[src/rtl/lnk_err_pkg.sv]
package lnk_err_pkg;
  localparam int ERR_W  = 9;
  localparam int B_LEMC = 0;
  localparam int B_LDAT = 1;
  localparam int B_FDAT = 2;
  localparam int B_CMD  = 3;
  localparam int B_RDY  = 4;
  localparam int B_FULL = 5;
  localparam int B_UNF  = 7;
  localparam int B_OVF  = 8;
  localparam logic [ERR_W-1:0] ERR_MASK = 9'h1BF;
  localparam logic [ERR_W-1:0] IEN_RST  = 9'h1B1;
  localparam logic [ERR_W-1:0] REN_RST  = 9'h000;
  localparam int NUM_HS = 3;
  typedef enum logic [1:0] {
    A_STAT = 2'd0,
    A_IEN  = 2'd1,
    A_REN  = 2'd2,
    A_CTL  = 2'd3
  } reg_addr_e;
endpackage

[src/rtl/lnk_err_lane_reduce.sv]
module lnk_err_lane_reduce #(
  parameter int NUM_LANES = 16
) (
  input  logic                 clk,
  input  logic                 rst_n,
  input  logic                 link_up,
  input  logic [NUM_LANES-1:0] lane_rdy,
  input  logic [NUM_LANES-1:0] lane_full,
  output logic                 rdy_drop_evt,
  output logic                 full_evt
);
  logic [NUM_LANES-1:0] rdy_q;
  logic [NUM_LANES-1:0] drop_v;

  always_ff @(posedge clk or negedge rst_n) begin
    if (!rst_n) rdy_q <= '0;
    else        rdy_q <= lane_rdy;
  end

  for (genvar g = 0; g < NUM_LANES; g++) begin : g_lane
    assign drop_v[g] = rdy_q[g] & ~lane_rdy[g];
  end

  assign rdy_drop_evt = link_up & (|drop_v);
  assign full_evt     = link_up & (|lane_full);
endmodule

[src/rtl/lnk_err_hs_mon.sv]
module lnk_err_hs_mon #(
  parameter int NUM_CH = 3
) (
  input  logic [NUM_CH-1:0] valid,
  input  logic [NUM_CH-1:0] ready,
  output logic [NUM_CH-1:0] viol
);
  for (genvar g = 0; g < NUM_CH; g++) begin : g_ch
    assign viol[g] = ready[g] & ~valid[g];
  end
endmodule

[src/rtl/lnk_err_status.sv]
module lnk_err_status
  import lnk_err_pkg::*;
(
  input  logic             clk,
  input  logic             rst_n,
  input  logic [ERR_W-1:0] evt,
  input  logic             stat_we,
  input  logic             ien_we,
  input  logic             ren_we,
  input  logic [ERR_W-1:0] wdata,
  output logic [ERR_W-1:0] status_q,
  output logic [ERR_W-1:0] ien_q,
  output logic [ERR_W-1:0] ren_q,
  output logic             auto_trig
);
  logic [ERR_W-1:0] clr;
  logic [ERR_W-1:0] status_d;
  logic [ERR_W-1:0] rise;

  assign clr      = stat_we ? (wdata & ERR_MASK) : '0;
  assign status_d = ((status_q & ~clr) | evt) & ERR_MASK;
  assign rise     = evt & ~status_q & ren_q & ERR_MASK;
  assign auto_trig = |rise;

  always_ff @(posedge clk or negedge rst_n) begin
    if (!rst_n) begin
      status_q <= '0;
      ien_q    <= IEN_RST;
      ren_q    <= REN_RST;
    end else begin
      status_q <= status_d;
      if (ien_we) ien_q <= wdata & ERR_MASK;
      if (ren_we) ren_q <= wdata & ERR_MASK;
    end
  end
endmodule

[src/rtl/lnk_err_reinit.sv]
module lnk_err_reinit #(
  parameter int REINIT_CYCLES = 8
) (
  input  logic clk,
  input  logic rst_n,
  input  logic auto_trig,
  input  logic man_set,
  output logic man_pend,
  output logic busy
);
  localparam int CNT_W = (REINIT_CYCLES > 1) ? $clog2(REINIT_CYCLES) : 1;
  localparam logic [CNT_W-1:0] CNT_LOAD = CNT_W'(REINIT_CYCLES - 1);

  logic [CNT_W-1:0] cnt_q;
  logic             start;

  assign start = !busy && (auto_trig || man_pend);

  always_ff @(posedge clk or negedge rst_n) begin
    if (!rst_n) begin
      busy     <= 1'b0;
      cnt_q    <= '0;
      man_pend <= 1'b0;
    end else begin
      if (start) begin
        busy  <= 1'b1;
        cnt_q <= CNT_LOAD;
      end else if (busy) begin
        if (cnt_q == '0) busy <= 1'b0;
        else             cnt_q <= cnt_q - 1'b1;
      end
      if (man_set)    man_pend <= 1'b1;
      else if (start) man_pend <= 1'b0;
    end
  end
endmodule

[src/rtl/lnk_err_ctrl.sv]
module lnk_err_ctrl
  import lnk_err_pkg::*;
#(
  parameter int NUM_LANES     = 16,
  parameter int REINIT_CYCLES = 8
) (
  input  logic                 clk,
  input  logic                 rst_n,
  input  logic                 link_up,
  input  logic                 gb_ovf_pulse,
  input  logic                 gb_unf_pulse,
  input  logic                 lemc_err_pulse,
  input  logic                 cmd_valid,
  input  logic                 cmd_ready,
  input  logic                 fdata_valid,
  input  logic                 fdata_ready,
  input  logic                 ldata_valid,
  input  logic                 ldata_ready,
  input  logic [NUM_LANES-1:0] lane_rdy,
  input  logic [NUM_LANES-1:0] lane_full,
  input  logic                 reg_wr,
  input  logic [1:0]           reg_addr,
  input  logic [ERR_W-1:0]     reg_wdata,
  output logic [ERR_W-1:0]     reg_rdata,
  output logic                 irq,
  output logic                 reinit_active
);
  logic                 rdy_drop_evt;
  logic                 full_evt;
  logic [NUM_HS-1:0]    hs_valid;
  logic [NUM_HS-1:0]    hs_ready;
  logic [NUM_HS-1:0]    hs_viol;
  logic [ERR_W-1:0]     evt;
  logic [ERR_W-1:0]     status_q;
  logic [ERR_W-1:0]     ien_q;
  logic [ERR_W-1:0]     ren_q;
  logic                 auto_trig;
  logic                 man_pend;
  logic                 busy;
  logic                 stat_we;
  logic                 ien_we;
  logic                 ren_we;
  logic                 man_set;
  reg_addr_e            addr;

  assign addr = reg_addr_e'(reg_addr);

  lnk_err_lane_reduce #(.NUM_LANES(NUM_LANES)) u_lanes (
    .clk          (clk),
    .rst_n        (rst_n),
    .link_up      (link_up),
    .lane_rdy     (lane_rdy),
    .lane_full    (lane_full),
    .rdy_drop_evt (rdy_drop_evt),
    .full_evt     (full_evt)
  );

  assign hs_valid = {cmd_valid, fdata_valid, ldata_valid};
  assign hs_ready = {cmd_ready, fdata_ready, ldata_ready};

  lnk_err_hs_mon #(.NUM_CH(NUM_HS)) u_hs (
    .valid (hs_valid),
    .ready (hs_ready),
    .viol  (hs_viol)
  );

  always_comb begin
    evt         = '0;
    evt[B_OVF]  = gb_ovf_pulse;
    evt[B_UNF]  = gb_unf_pulse;
    evt[B_FULL] = full_evt;
    evt[B_RDY]  = rdy_drop_evt;
    evt[B_CMD]  = hs_viol[2];
    evt[B_FDAT] = hs_viol[1];
    evt[B_LDAT] = hs_viol[0];
    evt[B_LEMC] = lemc_err_pulse;
  end

  assign stat_we = reg_wr && (addr == A_STAT);
  assign ien_we  = reg_wr && (addr == A_IEN);
  assign ren_we  = reg_wr && (addr == A_REN);
  assign man_set = reg_wr && (addr == A_CTL) && reg_wdata[0];

  lnk_err_status u_status (
    .clk       (clk),
    .rst_n     (rst_n),
    .evt       (evt),
    .stat_we   (stat_we),
    .ien_we    (ien_we),
    .ren_we    (ren_we),
    .wdata     (reg_wdata),
    .status_q  (status_q),
    .ien_q     (ien_q),
    .ren_q     (ren_q),
    .auto_trig (auto_trig)
  );

  lnk_err_reinit #(.REINIT_CYCLES(REINIT_CYCLES)) u_reinit (
    .clk       (clk),
    .rst_n     (rst_n),
    .auto_trig (auto_trig),
    .man_set   (man_set),
    .man_pend  (man_pend),
    .busy      (busy)
  );

  always_comb begin
    unique case (addr)
      A_STAT:  reg_rdata = status_q;
      A_IEN:   reg_rdata = ien_q;
      A_REN:   reg_rdata = ren_q;
      default: reg_rdata = {{(ERR_W-2){1'b0}}, busy, man_pend};
    endcase
  end

  assign irq           = |(status_q & ien_q);
  assign reinit_active = busy;
endmodule

[config.mk]
export PLATFORM = sky130hd
export DESIGN_NAME = lnk_err_ctrl
export DESIGN_NICKNAME = d
export VERILOG_FILES = /design/src/rtl/lnk_err_pkg.sv /design/src/rtl/lnk_err_lane_reduce.sv /design/src/rtl/lnk_err_hs_mon.sv /design/src/rtl/lnk_err_status.sv /design/src/rtl/lnk_err_reinit.sv /design/src/rtl/lnk_err_ctrl.sv
export SDC_FILE = /design/constraint.sdc
export NUM_CORES = 1
export LEC_CHECK = 0
export BUFFER_PORTS_ARGS = -buffer_cell sky130_fd_sc_hd__buf_2
export CORE_UTILIZATION = 25
export DETAILED_ROUTE_END_ITERATION = 16
export PLACE_DENSITY_LB_ADDON = 0.1
export SLEW_MARGIN = 20
export SYNTH_ARGS = -nofsm -noshare
export SYNTH_HDL_FRONTEND = slang
export SYNTH_SLANG_ARGS = --single-unit
[constraint.sdc]
create_clock -name clk -period 1.35 [get_ports clk]
set_input_delay 0.135 -clock clk [delete_from_list [all_inputs] [get_ports clk]]
set_output_delay 0.135 -clock clk [all_outputs]
set_load 0.03 [all_outputs]
==> reports/summary.txt, run 1 <==
# IOs -> 67
RSZ-0062 raised after global routing -> yes
Largest net degree at the start of global routing -> 46
Leakage power -> 1.52 nW
# port buffers -> 64
Power density over the cells -> 1260 nW/um^2
Critical Path AT -> 1.84 ns
Syn_area_per_cell -> 11.7 um^2
Routed WL -> 5600 um
Skew-Pair Late Insertion Delay -> 0.30 ns
Worst reg-to-reg setup slack -> -0.31 ns
Ys flop type -> dfrtp_1
Logic gate share of total power -> 32.2%
Largest cells by area after synthesis -> dfrtp_1 (48%), mux2_2 (8.7%), dfstp_2 (6.3%), nor2b_1 (4.2%), nand2_1 (3.6%)
Synthesis Warnings -> 0
DIE AREA -> 8660 um^2
Post-synth top cells -> dfrtp_1 (40), nand2_1 (20), mux2_2 (16)
# clock sinks -> 45
Vias per cell -> 4.33
Total of max-cap violations -> 0
Initial antenna violation count -> 0
Initial Utilization -> 26.3%
Antenna Violating Nets Remaining -> 0
Clock Pin Slew Worst Setup and Hold Paths -> 0.09 ns
Synth Cell Area -> 2070 um^2
Placed wire-length estimate -> 4130 um
Antenna Diode Count -> 0
# H-tree levels -> 2
CTS root buffer -> clkbuf_8
Clock skew -> 0.00491 ns
Hold Path End -> u_status.status_q[1]
Sequential share of power -> 41.4%
Row count -> 32
Max Freq -> 0.602 GHz
Worst Path Required -> 1.53 ns
Endpoints failing hold -> 0
FILL cells -> 772
Post-route minimum period -> 1.66 ns
CTS tree -> built
Worst setup EP type -> register
Inserted Clock Buffers -> 5
P_sw -> 1.21 mW
R2r endpoint -> u_reinit.cnt_q[0]
P_int -> 2.89 mW
Crit path largest cell delay -> 0.38 ns
Post-synthesis mux area share -> 14.2%
Area Overhead vs Synth -> 56.5%
Reg2Reg Launch Point -> u_lanes.rdy_q[13]
Compound-gate portion of the synthesized area -> 10.7%
#FFs+latches synth -> 45
Layout Nets -> 358
Endpoints failing setup -> 12
DRT Pass-1 Iters -> 4
Final Max Tran Viols -> 0
Hold Crit Class -> in2reg
Post-route DRC -> 0
Sequential share of the synthesized area -> 54.6%
First-pass GRT wire length -> 9360 um
Async SR Flop Fraction -> 100%
Post-synth EDFFs -> 0
Clock share of power -> 26.4%
Violations in the final reports -> setup timing
Layout cells sized above 1 -> 52.5%
Share of the synthesized area in the top cell type -> 48.3%
Tot GR Track Use -> 14.2%
FF-to-FF path depth -> 6
Max VDD drop -> 0.406 mV
Slowest-stage cell, CP -> dfrtp_1
Worst Setup Start Kind -> register
Synthesized instance count -> 177
Vias in the first global route -> 1808
Xor/xnor share of the synthesized area -> 0.422%
Net Sw Frac -> 29.5%
Setup ws final -> -0.310 ns
Post-Synth Adder-Cell Area -> 1.21%
Vias -> 1747
Final Core Density -> 41.1%
Yosys cell types -> 34
Starting DRT DRC Count -> 81
Die Height -> 93.1 um
HP Start -> ldata_valid
Hold slack -> 0.0255 ns
Simple-Gate Fraction of Synth Area -> 15.4%
Drt wl/cell -> 13.9 um
Die Wd -> 93.1 um
Critical-path cell list -> nor2b_4, a2111oi_4, buf_4, nand4_1, a41oi_2, a22oi_1
Longest Clk Path Bufs -> 2
Largest family of logic cells by synthesized area -> simple AND/OR/NAND/NOR gates
Gpl congestion -> 0.718
Most common cell in the synthesized netlist -> dfrtp_1
CP Class -> reg2reg
Dpl ws -> -0.517 ns
Synthesized Nets -> 235
Outcome -> finished, violations left
CP Max Fanout -> 4
Largest area contributor in the netlist -> dfrtp_1
Hold depth -> 2
Final period util -> 123%
Core area -> 7890 um^2
Global route overflow -> 0
-- final cells by class --
class,instances,area (um^2),area share (%)
Clock inverter,2,37.5,1.16
Tap cell,102,128,3.93
Sequential cell,45,1130,34.9
Clock buffer,6,82.6,2.55
Inverter,12,45.0,1.39
Timing Repair Buffer,120,832,25.6
Multi-Input combinational cell,116,986,30.4
-- sequential cells by signal, summed over array words and instances, names as in the netlist --
register and cells:
u_lanes.rdy_q 16, u_reinit.busy 1, u_reinit.cnt_q 3, u_reinit.man_pend 1
u_status.ien_q 8, u_status.ren_q 8, u_status.status_q 8
-- timing repair --
action                                  4_1_cts  5_1_grt
gates resized for setup                      38        3
hold buffers                                  9        0
hold endpoints to repair                     48        0
pin swaps                                    11        4
buffers inserted                              2        3
endpoints found under the setup margin       14       14
-- critical path: cells and delay by family, from the launching register on --
kind	cells	cell delay (ns)
AOI/OAI and AO/OA	3	0.71
and+or+nand+nor	2	0.29
buffers and inverters	1	0.16
DFF	1	0.38
-- metrics by stage --
step	power [mW]	TNS, ns	area (um^2)	cells
4_1_cts	4.12	-2.22	3220	401
6_report	4.10	-2.09	3240	403
3_3_place_gp	2.86	-2.23	2840	382
5_1_grt	4.36	-3.20	3240	403
2_1_floorplan	2.34	-0.934	2090	177
3_5_place_dp	2.87	-2.26	2840	382
-- how the worst max path moves through the flow --
stage                      startpoint           endpoint  slack [ns]  cells after the start
detailed placement       lane_full[9]  u_reinit.cnt_q[0]       -0.52                      6
CTS                  u_lanes.rdy_q[3]  u_reinit.cnt_q[0]       -0.31                      6
global route        u_lanes.rdy_q[13]  u_reinit.cnt_q[0]       -0.44                      6
global placement         lane_full[9]  u_reinit.cnt_q[0]       -0.50                      6
finish              u_lanes.rdy_q[13]  u_reinit.cnt_q[0]       -0.31                      6
floorplan                lane_full[9]  u_reinit.cnt_q[0]       -0.25                      5
-- cells in the final DEF (no fill, tap or decap), types with 2 or more instances in the layout --
master / Yosys / routed
a2111oi_4: 0 / 3
a21o_1: 3 / 3
a21oi_1: 3 / 3
a22oi_2: 0 / 4
and3b_1: 2 / 2
buf_2: 1 / 55
buf_4: 1 / 46
buf_6: 0 / 9
clkbuf_8: 0 / 6
dfrtp_1: 40 / 39
dfstp_2: 5 / 5
dlygate4sd3_1: 0 / 9
ha_1: 2 / 2
inv_1: 12 / 12
mux2_2: 16 / 16
mux2i_1: 7 / 7
mux4_2: 2 / 2
nand2_1: 20 / 20
nand3b_1: 2 / 2
nand4_1: 3 / 3
nor2_1: 3 / 3
nor2b_1: 14 / 11
nor2b_4: 0 / 3
nor4bb_1: 4 / 4
o21ai_0: 11 / 4
o21ai_1: 0 / 7
or4_1: 4 / 3
-- power by group through the flow --
stage	registers, mW	logic (mW)	clock network [mW]
after floorplan	1.71	0.625	0
after global placement	1.70	1.15	0
after detailed placement	1.71	1.16	0
after CTS	1.70	1.31	1.12
after global routing	1.73	1.45	1.19
final	1.70	1.32	1.08
-- routing by layer --
| metal | vias up | part of all wire (%) | track usage (%) |
|---|---|---|---|
| met5 | - | 0 | 0 |
| met3 | 7 | 3.3 | 2.93 |
| met1 | 823 | 51 | 20.9 |
| met2 | 33 | 44 | 21.1 |
| met4 | 0 | 0.96 | 3.46 |
| li1 | 884 | - | - |
-- logic make-up (layout without fill, tap and decap cells) --
group,after synthesis,count (layout)
AOI/OAI and AO/OA,31,31
buffers and inverters,16,140
DFF,45,45
muxes,25,25
other,1,1
and+or+nand+nor,56,56
xor gates and xnor gates,1,1
adders and majority gates,2,2
No activity file was read; power rests on OpenSTA's default activity.
==> run 2, diff against run 1 <==
- clock period: 1.35 -> 1.7 ns (I/O delays scaled with it)
==> reports/summary.txt, run 2 (synthesis results as in run 1) <==
Gpl congestion -> 0.704 (was 0.718)
Skew-Pair Late Insertion Delay -> 0.30 ns (about the same)
CP Class -> in2reg (was reg2reg)
Top reg by flops -> u_lanes.rdy_q (unchanged)
Outcome -> finished, violations left (unchanged)
Vias in the first global route -> 1826 (was 1808)
Worst setup EP type -> register (unchanged)
Longest Clk Path Bufs -> 2 (unchanged)
Layout Nets -> 336 (was 358)
CTS tree -> built (unchanged)
Core area -> 7890 um^2 (unchanged)
Commonest non-fill, non-tap cell in the layout -> buf_2 (unchanged)
# H-tree levels -> 2 (unchanged)
Inserted Clock Buffers -> 5 (unchanged)
Placed wire-length estimate -> 3870 um (was 4130 um)
Largest net degree at the start of global routing -> 46 (unchanged)
Die Height -> 93.1 um (unchanged)
Hold depth -> 1 (was 2)
Vias per cell -> 4.41 (was 4.33)
Tot GR Track Use -> 13.9% (was 14.2%)
Commonest non-fill, non-tap cells in the layout -> buf_2 (63), dfrtp_1 (40), nand2_1 (20), buf_4 (18), mux2_2 (16) (was buf_2 (55), buf_4 (46), dfrtp_1 (39), nand2_1 (20), mux2_2 (16))
Hold slack -> 0.0285 ns (was 0.0255 ns)
DRT Pass-1 Iters -> 4 (unchanged)
Setup Buffers After CTS -> 0 (was 2)
Final instance area -> 3000 um^2 (was 3240 um^2)
Clock Pin Slew Worst Setup and Hold Paths -> 0.08 ns (was 0.09 ns)
Post-route minimum period -> 1.72 ns
Global route overflow -> 0 (unchanged)
# clock sinks -> 45 (unchanged)
Die Wd -> 93.1 um (unchanged)
Antenna Violating Nets Remaining -> 0 (unchanged)
CTS root buffer -> clkbuf_8 (unchanged)
Hold Crit Class -> in2reg (unchanged)
Routed WL -> 5450 um (was 5600 um)
Setup_tns -> -0.0190 ns (was -2.09 ns)
Endpoints failing setup -> 1 (was 12)
Setup ws final -> -0.0190 ns (was -0.310 ns)
Dpl ws -> -0.233 ns (was -0.517 ns)
Power density over the cells -> 1010 nW/um^2 (was 1260 nW/um^2)
Endpoints failing hold -> 0 (unchanged)
Slowest-stage cell, CP -> dlygate4sd3_1 (was dfrtp_1)
Total of max-cap violations -> 0 (unchanged)
CP Max Fanout -> 4 (unchanged)
Vias -> 1681 (was 1747)
Violations in the final reports -> setup timing (unchanged)
Worst reg-to-reg setup slack -> 0.02 ns (was -0.31 ns)
Row count -> 32 (unchanged)
First-pass GRT wire length -> 9100 um (was 9360 um)
Worst Path Required -> 1.87 ns (was 1.53 ns)
DIE AREA -> 8660 um^2 (unchanged)
FF-to-FF path depth -> 6 (unchanged)
Post-route DRC -> 0 (unchanged)
Worst Setup Start Kind -> input pin (was register)
Final Max Tran Viols -> 0 (unchanged)
Clock skew -> 0.00824 ns (was 0.00491 ns)
Final period util -> 101%
RSZ-0062 raised after global routing -> yes (unchanged)
Max VDD drop -> 0.326 mV (was 0.406 mV)
Initial antenna violation count -> 0 (unchanged)
Drt wl/cell -> 14.3 um (was 13.9 um)
# port buffers -> 64 (unchanged)
Antenna Diode Count -> 0 (unchanged)
Critical-path cell list -> dlygate4sd3_1, buf_2, nor2b_1, a2111oi_4, buf_4, nand4_1, a41oi_2, a22oi_1 (was nor2b_4, a2111oi_4, buf_4, nand4_1, a41oi_2, a22oi_1)
Area Overhead vs Synth -> 44.7% (was 56.5%)
Critical Path AT -> 1.88 ns (was 1.84 ns)
Leakage power -> 1.39 nW (was 1.52 nW)
Layout cells sized above 1 -> 43.7% (was 52.5%)
Placed instance area -> 2660 um^2 (was 2840 um^2)
# IOs -> 67 (unchanged)
Max reg flops -> 16 (unchanged)
Crit path largest cell delay -> 0.54 ns (was 0.38 ns)
Max Freq -> 0.582 GHz
Initial Utilization -> 26.3% (unchanged)
Starting DRT DRC Count -> 70 (was 81)
## run 2: cell count changes in the layout (fill, tap and decap cells not counted), moves of 2 or more
cell and change:
buf_2 +8, a2111oi_2 +2, a22oi_1 +4, buf_6 -9, buf_4 -28, o21ai_1 -7
o21ai_0 +7, dlygate4sd3_1 +6, a22oi_2 -4
## run 2: repair_timing
item / CTS / global route
hold buffers: 16 / 0
gates resized for setup: 8 / 7
setup endpoints to repair: 5 / 5
hold endpoints to repair: 55 / 0
pin swaps: 5 / 6
## run 2: path summary, 6_finish.rpt
check	to	startpoint
hold / removal	u_lanes.rdy_q[3]	lane_rdy[3]
hold reg to reg	u_reinit.man_pend	u_reinit.man_pend
setup reg to reg	u_reinit.cnt_q[0]	u_lanes.rdy_q[9]
min in group asynchronous	u_lanes.rdy_q[0]	rst_n
setup / recovery	u_reinit.cnt_q[0]	lane_rdy[2]
max in group asynchronous	u_status.ien_q[8]	rst_n
## run 2: critical path, delay by kind of cell
kind	cells	cell delay (ns)
AO/OA/AOI/OAI	3	0.69
buffers and inverters	3	0.81
AND/OR/NAND/NOR	2	0.20
## run 2: stage by stage
| step | instances | utilization, % | power [mW] |
|---|---|---|---|
| after floorplan | 177 | - | 1.83 |
| after global placement | 358 | 33.7 | 2.14 |
| after detailed placement | 358 | 33.7 | 2.15 |
| after CTS | 382 | 37.7 | 3.07 |
| after global routing | 381 | 38.0 | 3.23 |
| final | 381 | 38.0 | 3.03 |
## run 2: area by class of cell
class	count	area, um^2
clock inverters	2	37.5
fillers	800	4890
clock buffers	6	82.6
inverters	12	45.0
repair buffers	98	633
multi-input cells	116	941
well taps	102	128
flip-flops and latches	45	1130
## run 2: where the power goes
| part | leakage (nW) | switching [mW] | internal [mW] |
|---|---|---|---|
| Clock | 0.0574 | 0.382 | 0.478 |
| Combinational | 0.836 | 0.423 | 0.403 |
| Sequential | 0.501 | 0.101 | 1.25 |
| Total | 1.39 | 0.906 | 2.13 |
## run 2: per-layer routing
layer | vias to the layer above | wire length [um] | part of all wire (%) | GRT usage, %
met5 | - | 0 | 0 | 0
met4 | 0 | 58 | 1.1 | 3.85
met3 | 5 | 146 | 2.7 | 2.52
met2 | 29 | 2540 | 47 | 22.4
met1 | 816 | 2700 | 50 | 19.0
li1 | 831 | - | - | -
==> run 3, diff against run 2 <==
- MAX_ROUTING_LAYER: not set -> met4
==> reports/summary.txt, run 3 (synthesis results as in run 1) <==
Vias in the first global route -> 1820 (was 1826)
Outcome -> finished, violations left (unchanged)
Crit path largest cell delay -> 0.53 ns (was 0.54 ns)
Setup_tns -> -0.0120 ns (was -0.0190 ns)
Setup ws final -> -0.0120 ns (was -0.0190 ns)
Hold Crit Class -> in2reg (unchanged)
Power density over the cells -> 1010 nW/um^2 (about the same)
Post-route minimum period -> 1.71 ns (was 1.72 ns)
Gpl congestion -> 0.712 (was 0.704)
Starting DRT DRC Count -> 59 (was 70)
Final Max Tran Viols -> 0 (unchanged)
Initial Utilization -> 26.3% (unchanged)
CTS tree -> built (unchanged)
# H-tree levels -> 2 (unchanged)
Antenna Diode Count -> 0 (unchanged)
Endpoints failing hold -> 0 (unchanged)
Worst Setup Start Kind -> input pin (unchanged)
Drt wl/cell -> 14.3 um (about the same)
CTS root buffer -> clkbuf_8 (unchanged)
Leakage power -> 1.39 nW (unchanged)
CP Class -> in2reg (unchanged)
Vias -> 1674 (was 1681)
Placed Cells -> 358 (unchanged)
Final Core Density -> 38.0% (unchanged)
Post-route DRC -> 0 (unchanged)
Routed WL -> 5440 um (was 5450 um)
CP Max Fanout -> 4 (unchanged)
Area Overhead vs Synth -> 44.7% (unchanged)
Tot GR Track Use -> 14.3% (was 13.9%)
Skew-Pair Late Insertion Delay -> 0.30 ns (about the same)
Final instance area -> 3000 um^2 (unchanged)
Slowest-stage cell, CP -> dlygate4sd3_1 (unchanged)
Core area -> 7890 um^2 (unchanged)
Max Freq -> 0.584 GHz (was 0.582 GHz)
Clock Pin Slew Worst Setup and Hold Paths -> 0.08 ns (about the same)
Antenna Violating Nets Remaining -> 0 (unchanged)
Endpoints failing setup -> 1 (unchanged)
Placed instance area -> 2660 um^2 (unchanged)
Initial antenna violation count -> 0 (unchanged)
FILL cells -> 800 (unchanged)
DRT Pass-1 Iters -> 4 (unchanged)
Max VDD drop -> 0.326 mV (about the same)
Layout Nets -> 336 (unchanged)
Commonest non-fill, non-tap cell in the layout -> buf_2 (unchanged)
Violations in the final reports -> setup timing (unchanged)
Setup Buffers After CTS -> 0 (unchanged)
Inserted Clock Buffers -> 5 (unchanged)
Post-Layout Cell Count -> 381 (unchanged)
Critical-path cell list -> dlygate4sd3_1, buf_2, nor2b_1, a2111oi_4, buf_4, nand4_1, a41oi_2, a22oi_1 (unchanged)
Top reg by flops -> u_lanes.rdy_q (unchanged)
Vias per cell -> 4.39 (was 4.41)
# IOs -> 67 (unchanged)
Max reg flops -> 16 (unchanged)
Die Wd -> 93.1 um (unchanged)
Longest Clk Path Bufs -> 2 (unchanged)
Worst setup EP type -> register (unchanged)
# clock sinks -> 45 (unchanged)
Total of max-cap violations -> 0 (unchanged)
Largest net degree at the start of global routing -> 46 (unchanged)
Final period util -> 101% (about the same)
First-pass GRT wire length -> 9130 um (was 9100 um)
Power, Total -> 3.04 mW (was 3.03 mW)
Die Height -> 93.1 um (unchanged)
Commonest non-fill, non-tap cells in the layout -> buf_2 (63), dfrtp_1 (40), nand2_1 (20), buf_4 (18), mux2_2 (16) (unchanged)
RSZ-0062 raised after global routing -> yes (unchanged)
# port buffers -> 64 (unchanged)
Placed wire-length estimate -> 3870 um (unchanged)
Layout cells sized above 1 -> 43.7% (unchanged)
DIE AREA -> 8660 um^2 (unchanged)
Critical Path AT -> 1.88 ns (about the same)
Worst Path Required -> 1.87 ns (about the same)
Clock skew -> 0.00800 ns (was 0.00824 ns)
Row count -> 32 (unchanged)
Global route overflow -> 0 (unchanged)
==> run 3: cell counts in the layout (fill, tap and decap cells not counted) <==
No cell type changed its count.
==> run 3: critical path: cells and delay by family <==
| kind | cells | cell delay (ns) |
|---|---|---|
| AO/OA/AOI/OAI | 3 | 0.70 |
| buffers and inverters | 3 | 0.80 |
| AND/OR/NAND/NOR | 2 | 0.20 |
==> run 3: worst paths after layout <==
kind                            cells past startpoint                end               from  slack, ns
worst min-delay path                                1   u_lanes.rdy_q[3]        lane_rdy[3]       0.03
worst max-delay path                                8  u_reinit.cnt_q[0]        lane_rdy[2]      -0.01
worst max register to register                      6  u_reinit.cnt_q[0]   u_lanes.rdy_q[9]       0.02
worst min register to register                      2  u_reinit.man_pend  u_reinit.man_pend       0.53
max in group asynchronous                           3  u_status.ien_q[8]              rst_n       1.03
min in group asynchronous                           3   u_lanes.rdy_q[0]              rst_n       0.39
==> run 3: timing repair <==
item / CTS / global route
setup endpoints to repair: 5 / 5
endpoints found under the hold margin: 55 / 0
hold buffers: 16 / 0
gates cloned: 0 / 0
resized for setup: 8 / 7
pin swaps: 5 / 6
==> run 3: per-stage QoR <==
stage                     hold slack (ns)  setup slack, ns
after global routing               0.0259          -0.0760
after detailed placement            0.177           -0.233
final                              0.0280          -0.0120
after global placement              0.179           -0.215
after CTS                          0.0190          0.00785
after floorplan                    -0.126           0.0483
==> run 3: per-layer routing <==
layer	vias to the layer above	GRT usage (%)	wire (um)	share of wire, %
li1	831	-	-	-
met1	806	19.1	2680	49
met2	32	22.3	2510	46
met3	5	2.60	190	3.5
met4	0	3.85	60	1.1
met5	-	-	0	0
==> run 3: layout make-up <==
| cell class | count | area (um^2) | area share [%] |
|---|---|---|---|
| clock buffers | 6 | 82.6 | 2.75 |
| clock inverters | 2 | 37.5 | 1.25 |
| inverters | 12 | 45.0 | 1.50 |
| multi-input cells | 116 | 941 | 31.4 |
| flip-flops and latches | 45 | 1130 | 37.8 |
| well taps | 102 | 128 | 4.26 |
| repair buffers | 98 | 633 | 21.1 |
==> run 3: where the power goes <==
group	switching [mW]	leakage (nW)	total (mW)	internal [mW]
sequential	0.102	0.501	1.35	1.25
combinational	0.423	0.836	0.826	0.403
clock	0.384	0.0574	0.862	0.478
